[src/rtl/prg_map_pkg.sv]
package prg_map_pkg;
  localparam int unsigned MAX_BANK_W = 6;

  localparam logic [3:0] CMD_LOW_WIN = 4'h8;
  localparam logic [3:0] CMD_BANK_A  = 4'h9;
  localparam logic [3:0] CMD_BANK_B  = 4'hA;
  localparam logic [3:0] CMD_BANK_C  = 4'hB;

  typedef enum logic [2:0] {
    WIN_NONE,
    WIN_LOW,
    WIN_SW0,
    WIN_SW1,
    WIN_SW2,
    WIN_FIXED
  } win_e;

  typedef struct packed {
    logic                  ram_en;
    logic                  ram_sel;
    logic [MAX_BANK_W-1:0] bank;
  } low_cfg_t;

  function automatic win_e decode_win(input logic [2:0] hi);
    case (hi)
      3'b011:  return WIN_LOW;
      3'b100:  return WIN_SW0;
      3'b101:  return WIN_SW1;
      3'b110:  return WIN_SW2;
      3'b111:  return WIN_FIXED;
      default: return WIN_NONE;
    endcase
  endfunction
endpackage

[src/rtl/prg_wr_detect.sv]
module prg_wr_detect (
  input  logic       clk_i,
  input  logic       rst_ni,
  input  logic       m2_i,
  input  logic       rw_i,
  input  logic [2:0] addr_hi_i,
  output logic       cmd_wr_o,
  output logic       par_wr_o
);
  logic m2_q;
  logic fall;

  always_ff @(posedge clk_i or negedge rst_ni) begin
    if (!rst_ni) m2_q <= 1'b0;
    else         m2_q <= m2_i;
  end

  assign fall     = m2_q & ~m2_i & ~rw_i;
  assign cmd_wr_o = fall & (addr_hi_i == 3'b100);
  assign par_wr_o = fall & (addr_hi_i == 3'b101);
endmodule

[src/rtl/prg_bank_regs.sv]
module prg_bank_regs
  import prg_map_pkg::*;
#(
  parameter int unsigned BANK_W = 6
) (
  input  logic                   clk_i,
  input  logic                   rst_ni,
  input  logic                   cmd_wr_i,
  input  logic                   par_wr_i,
  input  logic [7:0]             data_i,
  output low_cfg_t               low_cfg_o,
  output logic [2:0][BANK_W-1:0] sw_bank_o,
  output logic                   par_wr_o,
  output logic [3:0]             par_cmd_o,
  output logic [7:0]             par_data_o
);
  logic [3:0] cmd_q;
  low_cfg_t   low_q;

  always_ff @(posedge clk_i or negedge rst_ni) begin
    if (!rst_ni)       cmd_q <= '0;
    else if (cmd_wr_i) cmd_q <= data_i[3:0];
  end

  always_ff @(posedge clk_i or negedge rst_ni) begin
    if (!rst_ni) begin
      low_q <= '0;
    end else if (par_wr_i && cmd_q == CMD_LOW_WIN) begin
      low_q.ram_en  <= data_i[7];
      low_q.ram_sel <= data_i[6];
      low_q.bank    <= data_i[MAX_BANK_W-1:0];
    end
  end
  assign low_cfg_o = low_q;

  for (genvar i = 0; i < 3; i++) begin : g_sw
    localparam logic [3:0] MY_CMD = CMD_BANK_A + 4'(i);
    logic [BANK_W-1:0] bank_q;
    always_ff @(posedge clk_i or negedge rst_ni) begin
      if (!rst_ni)                         bank_q <= '0;
      else if (par_wr_i && cmd_q == MY_CMD) bank_q <= data_i[BANK_W-1:0];
    end
    assign sw_bank_o[i] = bank_q;
  end

  // forward every parameter write to sibling decoders
  always_ff @(posedge clk_i or negedge rst_ni) begin
    if (!rst_ni) begin
      par_wr_o   <= 1'b0;
      par_cmd_o  <= '0;
      par_data_o <= '0;
    end else begin
      par_wr_o <= par_wr_i;
      if (par_wr_i) begin
        par_cmd_o  <= cmd_q;
        par_data_o <= data_i;
      end
    end
  end
endmodule

[src/rtl/prg_window_decode.sv]
module prg_window_decode
  import prg_map_pkg::*;
#(
  parameter int unsigned BANK_W    = 6,
  parameter int unsigned ROM_BANKS = 32
) (
  input  logic [2:0]             addr_hi_i,
  input  logic                   rw_i,
  input  low_cfg_t               low_cfg_i,
  input  logic [2:0][BANK_W-1:0] sw_bank_i,
  output logic [BANK_W-1:0]      bank_o,
  output logic                   rom_ce_o,
  output logic                   ram_ce_o,
  output logic                   open_bus_o
);
  localparam logic [BANK_W-1:0] LAST_BANK = BANK_W'(ROM_BANKS - 1);

  win_e win;
  assign win = decode_win(addr_hi_i);

  always_comb begin
    bank_o     = '0;
    rom_ce_o   = 1'b0;
    ram_ce_o   = 1'b0;
    open_bus_o = 1'b0;
    unique case (win)
      WIN_LOW: begin
        bank_o = low_cfg_i.bank[BANK_W-1:0];
        if (!low_cfg_i.ram_sel)    rom_ce_o   = rw_i;
        else if (low_cfg_i.ram_en) ram_ce_o   = 1'b1;
        else                       open_bus_o = rw_i;
      end
      WIN_SW0: begin bank_o = sw_bank_i[0]; rom_ce_o = rw_i; end
      WIN_SW1: begin bank_o = sw_bank_i[1]; rom_ce_o = rw_i; end
      WIN_SW2: begin bank_o = sw_bank_i[2]; rom_ce_o = rw_i; end
      WIN_FIXED: begin bank_o = LAST_BANK; rom_ce_o = rw_i; end
      default: ;
    endcase
  end
endmodule

[src/rtl/prg_bank_mapper.sv]
module prg_bank_mapper
  import prg_map_pkg::*;
#(
  parameter int unsigned BANK_W    = 6,
  parameter int unsigned ROM_BANKS = 32
) (
  input  logic              clk_i,
  input  logic              rst_ni,
  input  logic [15:0]       cpu_addr_i,
  input  logic [7:0]        cpu_data_i,
  input  logic              cpu_rw_i,
  input  logic              cpu_m2_i,
  output logic [BANK_W-1:0] prg_bank_o,
  output logic              prg_rom_ce_o,
  output logic              prg_ram_ce_o,
  output logic              open_bus_o,
  output logic              par_wr_o,
  output logic [3:0]        par_cmd_o,
  output logic [7:0]        par_data_o
);
  logic                   cmd_wr;
  logic                   par_wr;
  low_cfg_t               low_cfg;
  logic [2:0][BANK_W-1:0] sw_bank;

  prg_wr_detect u_det (
    .clk_i     (clk_i),
    .rst_ni    (rst_ni),
    .m2_i      (cpu_m2_i),
    .rw_i      (cpu_rw_i),
    .addr_hi_i (cpu_addr_i[15:13]),
    .cmd_wr_o  (cmd_wr),
    .par_wr_o  (par_wr)
  );

  prg_bank_regs #(.BANK_W(BANK_W)) u_regs (
    .clk_i      (clk_i),
    .rst_ni     (rst_ni),
    .cmd_wr_i   (cmd_wr),
    .par_wr_i   (par_wr),
    .data_i     (cpu_data_i),
    .low_cfg_o  (low_cfg),
    .sw_bank_o  (sw_bank),
    .par_wr_o   (par_wr_o),
    .par_cmd_o  (par_cmd_o),
    .par_data_o (par_data_o)
  );

  prg_window_decode #(.BANK_W(BANK_W), .ROM_BANKS(ROM_BANKS)) u_dec (
    .addr_hi_i  (cpu_addr_i[15:13]),
    .rw_i       (cpu_rw_i),
    .low_cfg_i  (low_cfg),
    .sw_bank_i  (sw_bank),
    .bank_o     (prg_bank_o),
    .rom_ce_o   (prg_rom_ce_o),
    .ram_ce_o   (prg_ram_ce_o),
    .open_bus_o (open_bus_o)
  );
endmodule

[config.mk]
export PLATFORM = sky130hd
export DESIGN_NAME = prg_bank_mapper
export DESIGN_NICKNAME = d
export VERILOG_FILES = /design/src/rtl/prg_map_pkg.sv /design/src/rtl/prg_wr_detect.sv /design/src/rtl/prg_bank_regs.sv /design/src/rtl/prg_window_decode.sv /design/src/rtl/prg_bank_mapper.sv
export SDC_FILE = /design/constraint.sdc
export NUM_CORES = 1
export LEC_CHECK = 0
export BUFFER_PORTS_ARGS = -buffer_cell sky130_fd_sc_hd__buf_2
export CAP_MARGIN = 20
export CORE_MARGIN = 2
export CORE_UTILIZATION = 40
export DETAILED_ROUTE_END_ITERATION = 10
export PLACE_DENSITY_LB_ADDON = 0.08
export SETUP_SLACK_MARGIN = 0.5
export SLEW_MARGIN = 10
export SYNTH_ARGS = -nofsm -noshare
export SYNTH_HDL_FRONTEND = slang
export SYNTH_SLANG_ARGS = --single-unit
[constraint.sdc]
create_clock -name clk_i -period 2.4 [get_ports clk_i]
set_clock_uncertainty 0.15 [all_clocks]
set_input_delay 0.48 -clock clk_i [delete_from_list [all_inputs] [get_ports clk_i]]
set_output_delay 0.48 -clock clk_i [all_outputs]
set_load 0.01 [all_outputs]
# Word level (Yosys, flattened, before mapping)
# Index checks and enable logic that the tools add are counted.
# Widths: inputs -> output; s select.
# totals
register_bits	44
latchBits	0
ramBits	0
romBits	0
input_bits	28
mem_count	0
# op_classes
addsub	0
mul	0
n_div	0
order_cmp	0
n_eq_ne	14
n_shift	0
muxes	10
bitwise	6
reduce_logical	5
# op_table
op	count
$pmux 6 s5	1
$eq 3x3->1 const B	6
$eq 4x4->1 const B	4
$pmux 3 s5	1
$eq 3x2->1 const B	3
$mux 1	7
$and 1x1->1	4
$logic_and 1x1->1	4
$reduce_or 4->1	1
$eq 3x1->1 const B	1
$not 1->1	2
$pmux 1 s2	1

# Depth between registers and ports, before layout
# Gate-level depths: netlist of the first run.
# logic_depth
ltp_word	5
ltp_mapped	5
mapped_depth_nobuf	3

# Modules after synthesis
# A second synthesis of the first run with hierarchy kept.
# hier_totals
hier_cells	132
area_unflattened_um2	2013.2
# modules_own_cells
module	n_inst	cells_each	area_each_um2	seq_area_each_um2
prg_bank_regs	1	93	1641.6	1076.0
prg_window_decode	1	35	305.3	0.0
prg_wr_detect	1	4	66.3	25.0

# Least setup slack after synthesis of the first run
# Ideal clock, no wire load.
# synth_path
path_kind	in2reg
from	input cpu_m2_i
to	register u_regs.low_q, in the netlist u_regs.low_cfg_o[0]
setup_ps	125
t_arrival_ps	1641
slack_ps	484
cell_stages	3
n_path_buf	0
cell_sequence	nand4bb_4 -> nor4b_4 -> mux2_2
# synth_between
elab_chain_len	5
# synth_rtl
item	line_no	rtl
start, declared	prg_bank_mapper.sv:12	input logic cpu_m2_i,
$not 1->1	prg_wr_detect.sv:18	assign fall = m2_q & ~m2_i & ~rw_i;
$and 1x1->1 (2 in series)	prg_wr_detect.sv:18	
$and 1x1->1	prg_wr_detect.sv:20	assign par_wr_o = fall & (addr_hi_i == 3'b101);
$logic_and 1x1->1	prg_bank_regs.sv:28	end else if (par_wr_i && cmd_q == CMD_LOW_WIN) begin
end, declared	prg_bank_regs.sv:18	low_cfg_t low_q;
# Every way passes these cells.
# A chain may end at the register's enable or synchronous reset.

# Worst setup path in the final report of the first run
# layout_path
from	input cpu_addr_i[13]
to	output prg_bank_o[5]
# layout_between
elab_chain_len	4
# layout_rtl
item	line_no	rtl
start, declared	prg_bank_mapper.sv:9	input logic [15:0] cpu_addr_i,
$eq 3x3->1 or $eq 3x2->1 (tied branches)	prg_map_pkg.sv:25	case (hi)
$pmux 3 s5 (*)	prg_map_pkg.sv:25	
$eq 3x3->1, or another cell as far along	prg_window_decode.sv:26	unique case (win)
$pmux 6 s5 (*)	prg_window_decode.sv:26	
end, declared	prg_bank_mapper.sv:13	output logic [BANK_W-1:0] prg_bank_o,
# Every way passes the cells marked *; elsewhere a longest branch is shown, timed or not.

==> out/results.tsv, run 1 <==
stage	metric	value	unit
global_route	use_met3	4.28	%
critical_path	critical-path-max-stage-delay	0.21	ns
global_route	antenna_found_initial	0	
global_route	globalRoute.busiestLayer	met2	
run	max_cap_violations	0	
timing	timing.fmax	0.533	GHz
timing	postLayoutSetupSlackWorst	0.522	ns
critical_path	timing.critical_path.cells	buf_8 -> mux2i_1 -> o21ai_1 -> a22o_1 -> buf_2	
timing	timing.setup.tns	0	ns
logic_synthesis	number_of_nets_in_the_synthesized_netlist	170	
cts	worstSkewPairLatency	0.30	ns
global_route	gr-usage-met1	19.4	%
finish	instances_no_fill	254	
finish	num-nets-final	214	
cts	cts-root-buf	clkbuf_8	
finish	fillers	425	
placement	dp_cells	246	
timing	finalHoldViolations	0	
pwr	worst_case_vdd_ir_drop	0.403	mV
placement	dpl.hpwl	2.86	mm
logic_synthesis	synth-seq-cells	44	
pwr	leakagePower	1.24	nW
detailed_routing	detail_route.drc_violations	0	
detailed_routing	detail-route-antenna-nets	0	
global_route	largest_net_degree_at_the_start_of_global_routing	39	
placement	placement.setup.worst_slack	0.260	ns
logic_synthesis	synthCells	142	
logic_synthesis	synthFlopType	dfrtp_1	
critical_path	crit_required	1.77	ns
critical_path	arrival	1.25	ns
logic_synthesis	synth.area.top_cells	dfrtp_1 (55%), mux2_2 (23%), nor4_4 (3.2%)	
logic_synthesis	post_synth.cell_area_avg	14.2	sq um
floorplan	ios	50	
critical_path	path_delay_family	compound AO/OA/AOI/OAI gates	
floorplan	die_area	0.00562	sq mm
logic_synthesis	post-synth-top-count-cell	dfrtp_1	
global_route	global_route.usage.met2	29.0	%
logic_synthesis	synth_top_area_cell	dfrtp_1	
status	run_status	complete, no violations	
timing	timing.final.crit_share	78.2	%
critical_path	crit_slowest_cell	a22o_1	
logic_synthesis	ys_types	24	
logic_synthesis	synth.top_cell.area_share	54.7	%
timing	report.final.slew_viol_count	0	
detailed_routing	drt_first_iter_violations	64	
floorplan	core_footprint	0.00479	sq mm
floorplan	initial_util	42.1	%
critical_path	type_of_the_setup_path_with_the_least_slack	primary input to output pin	
placement	globalplace.congestion	0.741	
logic_synthesis	synth_enable_flop_cells	0	
cts	cts_tree	yes	
critical_path	crit_path_start_kind	primary input	
detailed_routing	post_drt_via_cell_ratio	5.13	
min_path	min_path_type	primary input to async pin	
finish	layout_cell_share_with_drive_strength_beyond_1	54.0	%
cts	post-cts-setup-buffer-count	0	
detailed_routing	detail_route.wirelength	4.05	mm
critical_path	cp_max_fo	13	
timing	timing.max_slew.rel_slack	45.4	%
global_route	gr-usage-all-layers	16.5	%
floorplan	die_y	75.0	microns
detailed_routing	drt_pre_antenna_iters	4	
logic_synthesis	synth_area	0.00201	sq mm
detailed_routing	wl_per_instance	16.0	microns
timing	final_period_minus_worst_setup_slack	1.88	ns
cts	worst_case_clock_buffer_depth	2	
cts	ctsHtreeMaxLevel	2	
logic_synthesis	yosysSeqAreaShare	54.7	%
timing	setup_viol_count_final	0	
floorplan	rows	25	
placement	numPortBuffers	36	
logic_synthesis	yosysWarningCount	0	
detailed_routing	routed-via-count	1302	
critical_path	kind_of_capture_point_of_the_worst_setup_path	output pin	
floorplan	die_width	75.0	microns
logic_synthesis	postSynth.asyncResetShare	100	%
global_route	grt_overflow	0	
cts	cts.sink_count	44	
global_route	grt_pass1_wl	6.64	mm
finish	antennaDiodeCount	0	
timing	unrepaired_setup_endpoints_after_global_routing	yes	
critical_path	path_buf_inv	2	
logic_synthesis	synth.cells.most_frequent	dfrtp_1 (44), mux2_2 (42), nand2_1 (12)	
cts	cts_buffers	5	
pwr	power.density_cell_area	633	mW/mm^2
cts	clkTransAtPathRegs	0.08	ns
global_route	vias_in_the_first_global_route	1297	
finish	areaGrowthSynthToFinish	19.6	%
timing	tightest_slew	0.818	ns
==> placed cells by master (no fill, tap or decap) <==
cell type	Yosys	final
nand2_1	12	12
nand2b_4	0	1
buf_8	0	1
nor4b_4	1	1
o21ai_2	0	1
and4b_1	1	1
buf_4	2	7
buf_2	3	34
nand3b_1	1	1
nor2_1	3	3
nand2b_1	3	2
o21ai_0	6	2
buf_6	1	1
nor4_4	3	3
mux2_2	42	42
o21ai_1	0	3
clkbuf_8	0	6
clkinv_2	0	2
nand4bb_4	1	1
nand3b_2	1	1
and3_1	1	1
nand3_1	1	1
or3_1	1	1
o2bb2ai_1	5	5
nor4b_1	1	1
mux2i_1	6	6
o21a_1	1	1
inv_1	1	1
a22o_1	1	1
dfrtp_1	44	44
==> worst paths after layout <==
| check | from | endpoint | slack, ns | depth (start not counted) |
|---|---|---|---|---|
| setup / recovery | cpu_addr_i[13] | prg_bank_o[5] | 0.52 | 5 |
| max in group asynchronous | rst_ni | u_regs.g_sw[1].bank_q[2] | 1.35 | 2 |
| hold reg to reg | u_regs.par_data_o[1] | u_regs.par_data_o[1] | 0.35 | 1 |
| setup reg to reg | u_regs.cmd_q[2] | u_regs.low_cfg_o[0] | 0.56 | 4 |
| hold / removal | rst_ni | u_regs.par_wr_o | 0.12 | 1 |
| min in group clk_i | cpu_m2_i | u_det.m2_q | 0.17 | 1 |
==> power breakdown <==
part / internal, mW / switching, mW / total [mW]
logic: 0.108 / 0.113 / 0.220
registers: 0.801 / 0.0362 / 0.837
clock network: 0.230 / 0.238 / 0.468
==> layout make-up <==
| class | instances | area (sq um) | share of cell area (%) |
|---|---|---|---|
| flip-flops and latches | 44 | 1100 | 45.7 |
| inverters | 1 | 3.75 | 0.156 |
| clock inverters | 2 | 10.0 | 0.415 |
| well taps | 67 | 83.8 | 3.48 |
| clock buffers | 6 | 82.6 | 3.43 |
| multi-input cells | 91 | 880 | 36.5 |
| repair buffers | 43 | 249 | 10.3 |
==> kinds of logic after synthesis <==
family                 after synthesis  synth area share (%)
AOI/OAI and AO/OA                   13                  4.47
buffers and inverters                7                  2.24
DFF                                 44                  54.7
muxes                               48                  26.5
and+or+nand+nor                     30                  12.2
==> routing by layer <==
layer | vias up | wire (microns)
li1 | 609 | -
met4 | 0 | 48
met3 | 7 | 172
met1 | 660 | 1730
met5 | - | 0
met2 | 26 | 2100
==> repair_timing <==
item | in CTS | in global routing
endpoints found under the setup margin | 6 | 14
hold buffers | 0 | 0
endpoints found under the hold margin | 0 | 0
gates cloned | 0 | 0
resized for setup | 8 | 3
pin swaps | 0 | 2
==> per-stage QoR <==
step	utilization [%]	total power [mW]	hold slack [ns]	area, sq um
4_1_cts	50.2	1.55	0.143	2400
3_5_place_dp	47.8	1.07	0.337	2290
3_3_place_gp	47.8	1.06	0.331	2290
2_1_floorplan	-	0.976	0.0344	2010
6_report	50.4	1.52	0.121	2410
5_1_grt	50.4	1.61	0.161	2410
==> flip-flops by register name (all words and copies together), names as in the netlist <==
signal              flops
u_det.m2_q              1
u_regs.g_sw.bank_q     18
u_regs.par_wr_o         1
u_regs.low_cfg_o        8
u_regs.par_cmd_o        4
u_regs.par_data_o       8
u_regs.cmd_q            4
Note: power is estimated with default switching activity, not from simulation.
==> run 2: changes to the inputs <==
ABC_AREA = 1   (was unset)
clock period = 1.65 ns   (was 2.4 ns; I/O delays follow)
==> run 2 against run 1 <==
Net effect:
- synthesized area is 3.7% lower
- critical path depth fell by 3
- power rose by 75%
- die area down 3.5%
- cell area increased by 34%
- wire length is 48% higher
- global-route usage up 5.4 points
- largest power group unchanged
- highest routed layer unchanged
==> out/results.tsv, run 2 <==
stage	metric	value	unit
cts	worst_case_clock_buffer_depth	2	
critical_path	type_of_the_setup_path_with_the_least_slack	flop to output pin	
critical_path	arrival	1.12	ns
floorplan	die_width	73.7	microns
cts	ctsHtreeMaxLevel	2	
placement	placement.setup.worst_slack	-0.0372	ns
status	run_status	complete, no violations	
logic_synthesis	post_synth.cell_area_avg	8.12	sq um
pwr	leakagePower	1.70	nW
finish	largest_register_ff_count	18	
logic_synthesis	postSynth.asyncResetShare	100	%
global_route	grt_overflow	0	
logic_synthesis	synthCells	239	
pwr	switching_share	29.5	%
cts	cts_tree	yes	
pwr	power.clock.fraction	31.5	%
logic_synthesis	synthFlopType	dfrtp_1	
logic_synthesis	synth_area	0.00194	sq mm
global_route	antenna_found_initial	0	
pwr	power.density_cell_area	824	mW/mm^2
pwr	cellInternalPower	1.88	mW
finish	antennaDiodeCount	0	
timing	timing.final.crit_share	97.2	%
critical_path	crit_path_start_kind	flop	
detailed_routing	detail_route.drc_violations	0	
placement	globalplace.congestion	0.751	
critical_path	cp_max_fo	3	
finish	commonest_non_fill_non_tap_cell_in_the_layout	nand2_1	
floorplan	die_y	73.7	microns
logic_synthesis	yosysWarningCount	0	
placement	dpl.hpwl	3.47	mm
finish	post-route-util	68.9	%
global_route	vias_in_the_first_global_route	1830	
finish	layout_cell_share_with_drive_strength_beyond_1	57.3	%
cts	worstSkewPairLatency	0.31	ns
logic_synthesis	post-synth-top-count-cell	nand2_1	
pwr	worst_case_vdd_ir_drop	0.603	mV
floorplan	rows	25	
pwr	design_power_total	2.67	mW
finish	multiInputGateArea	0.00124	sq mm
timing	report.final.slew_viol_count	0	
pwr	seq_power_share	45.9	%
global_route	grt_pass1_wl	8.83	mm
finish	register_with_the_most_flip_flops	u_regs.g_sw.bank_q	
logic_synthesis	synth_top_area_cell	dfrtp_1	
finish	final-seq-area	0.00110	sq mm
detailed_routing	drt_first_iter_violations	97	
cts	cts.sink_count	44	
logic_synthesis	synth_enable_flop_cells	0	
timing	postLayoutSetupSlackWorst	0.0458	ns
logic_synthesis	synth.cells.most_frequent	nand2_1 (114), dfrtp_1 (44), nand3_1 (28)	
logic_synthesis	synth.area.top_cells	dfrtp_1 (57%), nand2_1 (22%), nand3_1 (7.2%)	
finish	final_cell_mix	nand2_1 (64), dfrtp_1 (43), buf_2 (33)	
detailed_routing	drt_pre_antenna_iters	4	
logic_synthesis	number_of_nets_in_the_synthesized_netlist	267	
critical_path	kind_of_capture_point_of_the_worst_setup_path	output pin	
placement	numPortBuffers	36	
floorplan	die_area	0.00542	sq mm
run	max_cap_violations	0	
cts	cts_buffers	5	
timing	tightest_slew	0.249	ns
critical_path	crit_required	1.17	ns
global_route	gr-usage-all-layers	21.8	%
detailed_routing	detail-route-antenna-nets	0	
finish	areaGrowthSynthToFinish	66.6	%
floorplan	core_footprint	0.00469	sq mm
finish	fillers	384	
detailed_routing	post_drt_via_cell_ratio	5.18	
timing	final_period_minus_worst_setup_slack	1.60	ns
logic_synthesis	yosysSeqAreaShare	56.7	%
timing	unrepaired_setup_endpoints_after_global_routing	yes	
pwr	power.switching	786	uW
timing	timing.max_slew.rel_slack	83.4	%
cts	cts-root-buf	clkbuf_8	
detailed_routing	wl_per_instance	16.0	microns
cts	clkTransAtPathRegs	0.09	ns
finish	num-nets-final	348	
floorplan	ios	50	
min_path	min_path_type	primary input to flop	
detailed_routing	routed-via-count	1944	
floorplan	initial_util	41.4	%
pwr	pwr-share-comb	22.7	%
logic_synthesis	ys_types	15	
timing	setup_viol_count_final	0	
logic_synthesis	synth-seq-cells	44	
detailed_routing	detail_route.wirelength	5.99	mm
timing	timing.fmax	0.623	GHz
global_route	largest_net_degree_at_the_start_of_global_routing	45	
timing	finalHoldViolations	0	
timing	hold-worst-slack	0.102	ns
logic_synthesis	synth.top_cell.area_share	56.7	%
## run 2: cells by family after synthesis
logic type	Yosys count	synth area share, %
buf+inv	18	4.06
compound gates	17	4.38
simple gates	160	34.8
flops	44	56.7
## run 2: what timing repair did
action / in CTS / in global routing
setup buffers: 13 / 12
hold buffers: 2 / 0
gates cloned: 1 / 3
pin swaps: 37 / 46
endpoints found under the setup margin: 65 / 65
hold endpoints to repair: 45 / 0
gates resized for setup: 56 / 92
## run 2: per-layer routing
metal	part of all wire, %	global-route usage, %
met1	43	29.8
met2	52	34.0
met3	4.0	4.53
met4	1.7	8.69
met5	0	0
## run 2: layout make-up
class,count,share of cell area (%)
clock inverters,3,1.32
inverters,13,2.05
multi-input cells,180,38.4
well taps,54,2.09
clock buffers,5,2.13
repair buffers,76,20.0
flip-flops and latches,44,34.1
## run 2: power by group through the flow
stage	logic [mW]	clock network, mW	registers [mW]
2_1_floorplan	0.176	0	1.25
3_3_place_gp	0.356	0	1.23
3_5_place_dp	0.362	0	1.23
4_1_cts	0.463	0.846	1.21
5_1_grt	0.655	0.889	1.23
6_report	0.605	0.839	1.22
## run 2: final timing paths
check / start / endpoint / slack [ns] / cells after the start
setup / recovery: u_regs.low_cfg_o[7] / open_bus_o / 0.05 / 2
hold / removal: cpu_data_i[7] / u_regs.par_data_o[7] / 0.10 / 3
max in group asynchronous: rst_ni / u_regs.cmd_q[3] / 0.74 / 3
min in group asynchronous: rst_ni / u_regs.g_sw[2].bank_q[1] / 0.38 / 3
hold reg to reg: u_regs.g_sw[2].bank_q[3] / u_regs.g_sw[2].bank_q[3] / 0.34 / 2
setup reg to reg: u_regs.cmd_q[0] / u_regs.low_cfg_o[1] / 0.38 / 6
## run 2: stage by stage
step | area [sq um] | instances | setup TNS, ns
global placement | 2360 | 336 | -0.0304
detailed placement | 2360 | 336 | -0.124
global route | 3230 | 375 | -0.00175
finish | 3230 | 375 | 0
floorplan | 2070 | 239 | 0
CTS | 2790 | 360 | 0
## run 2: worst max-delay path, stage by stage (launching register included)
cell	delay (ns)
dfrtp_1	0.43
nor4_4	0.22
buf_2	0.17
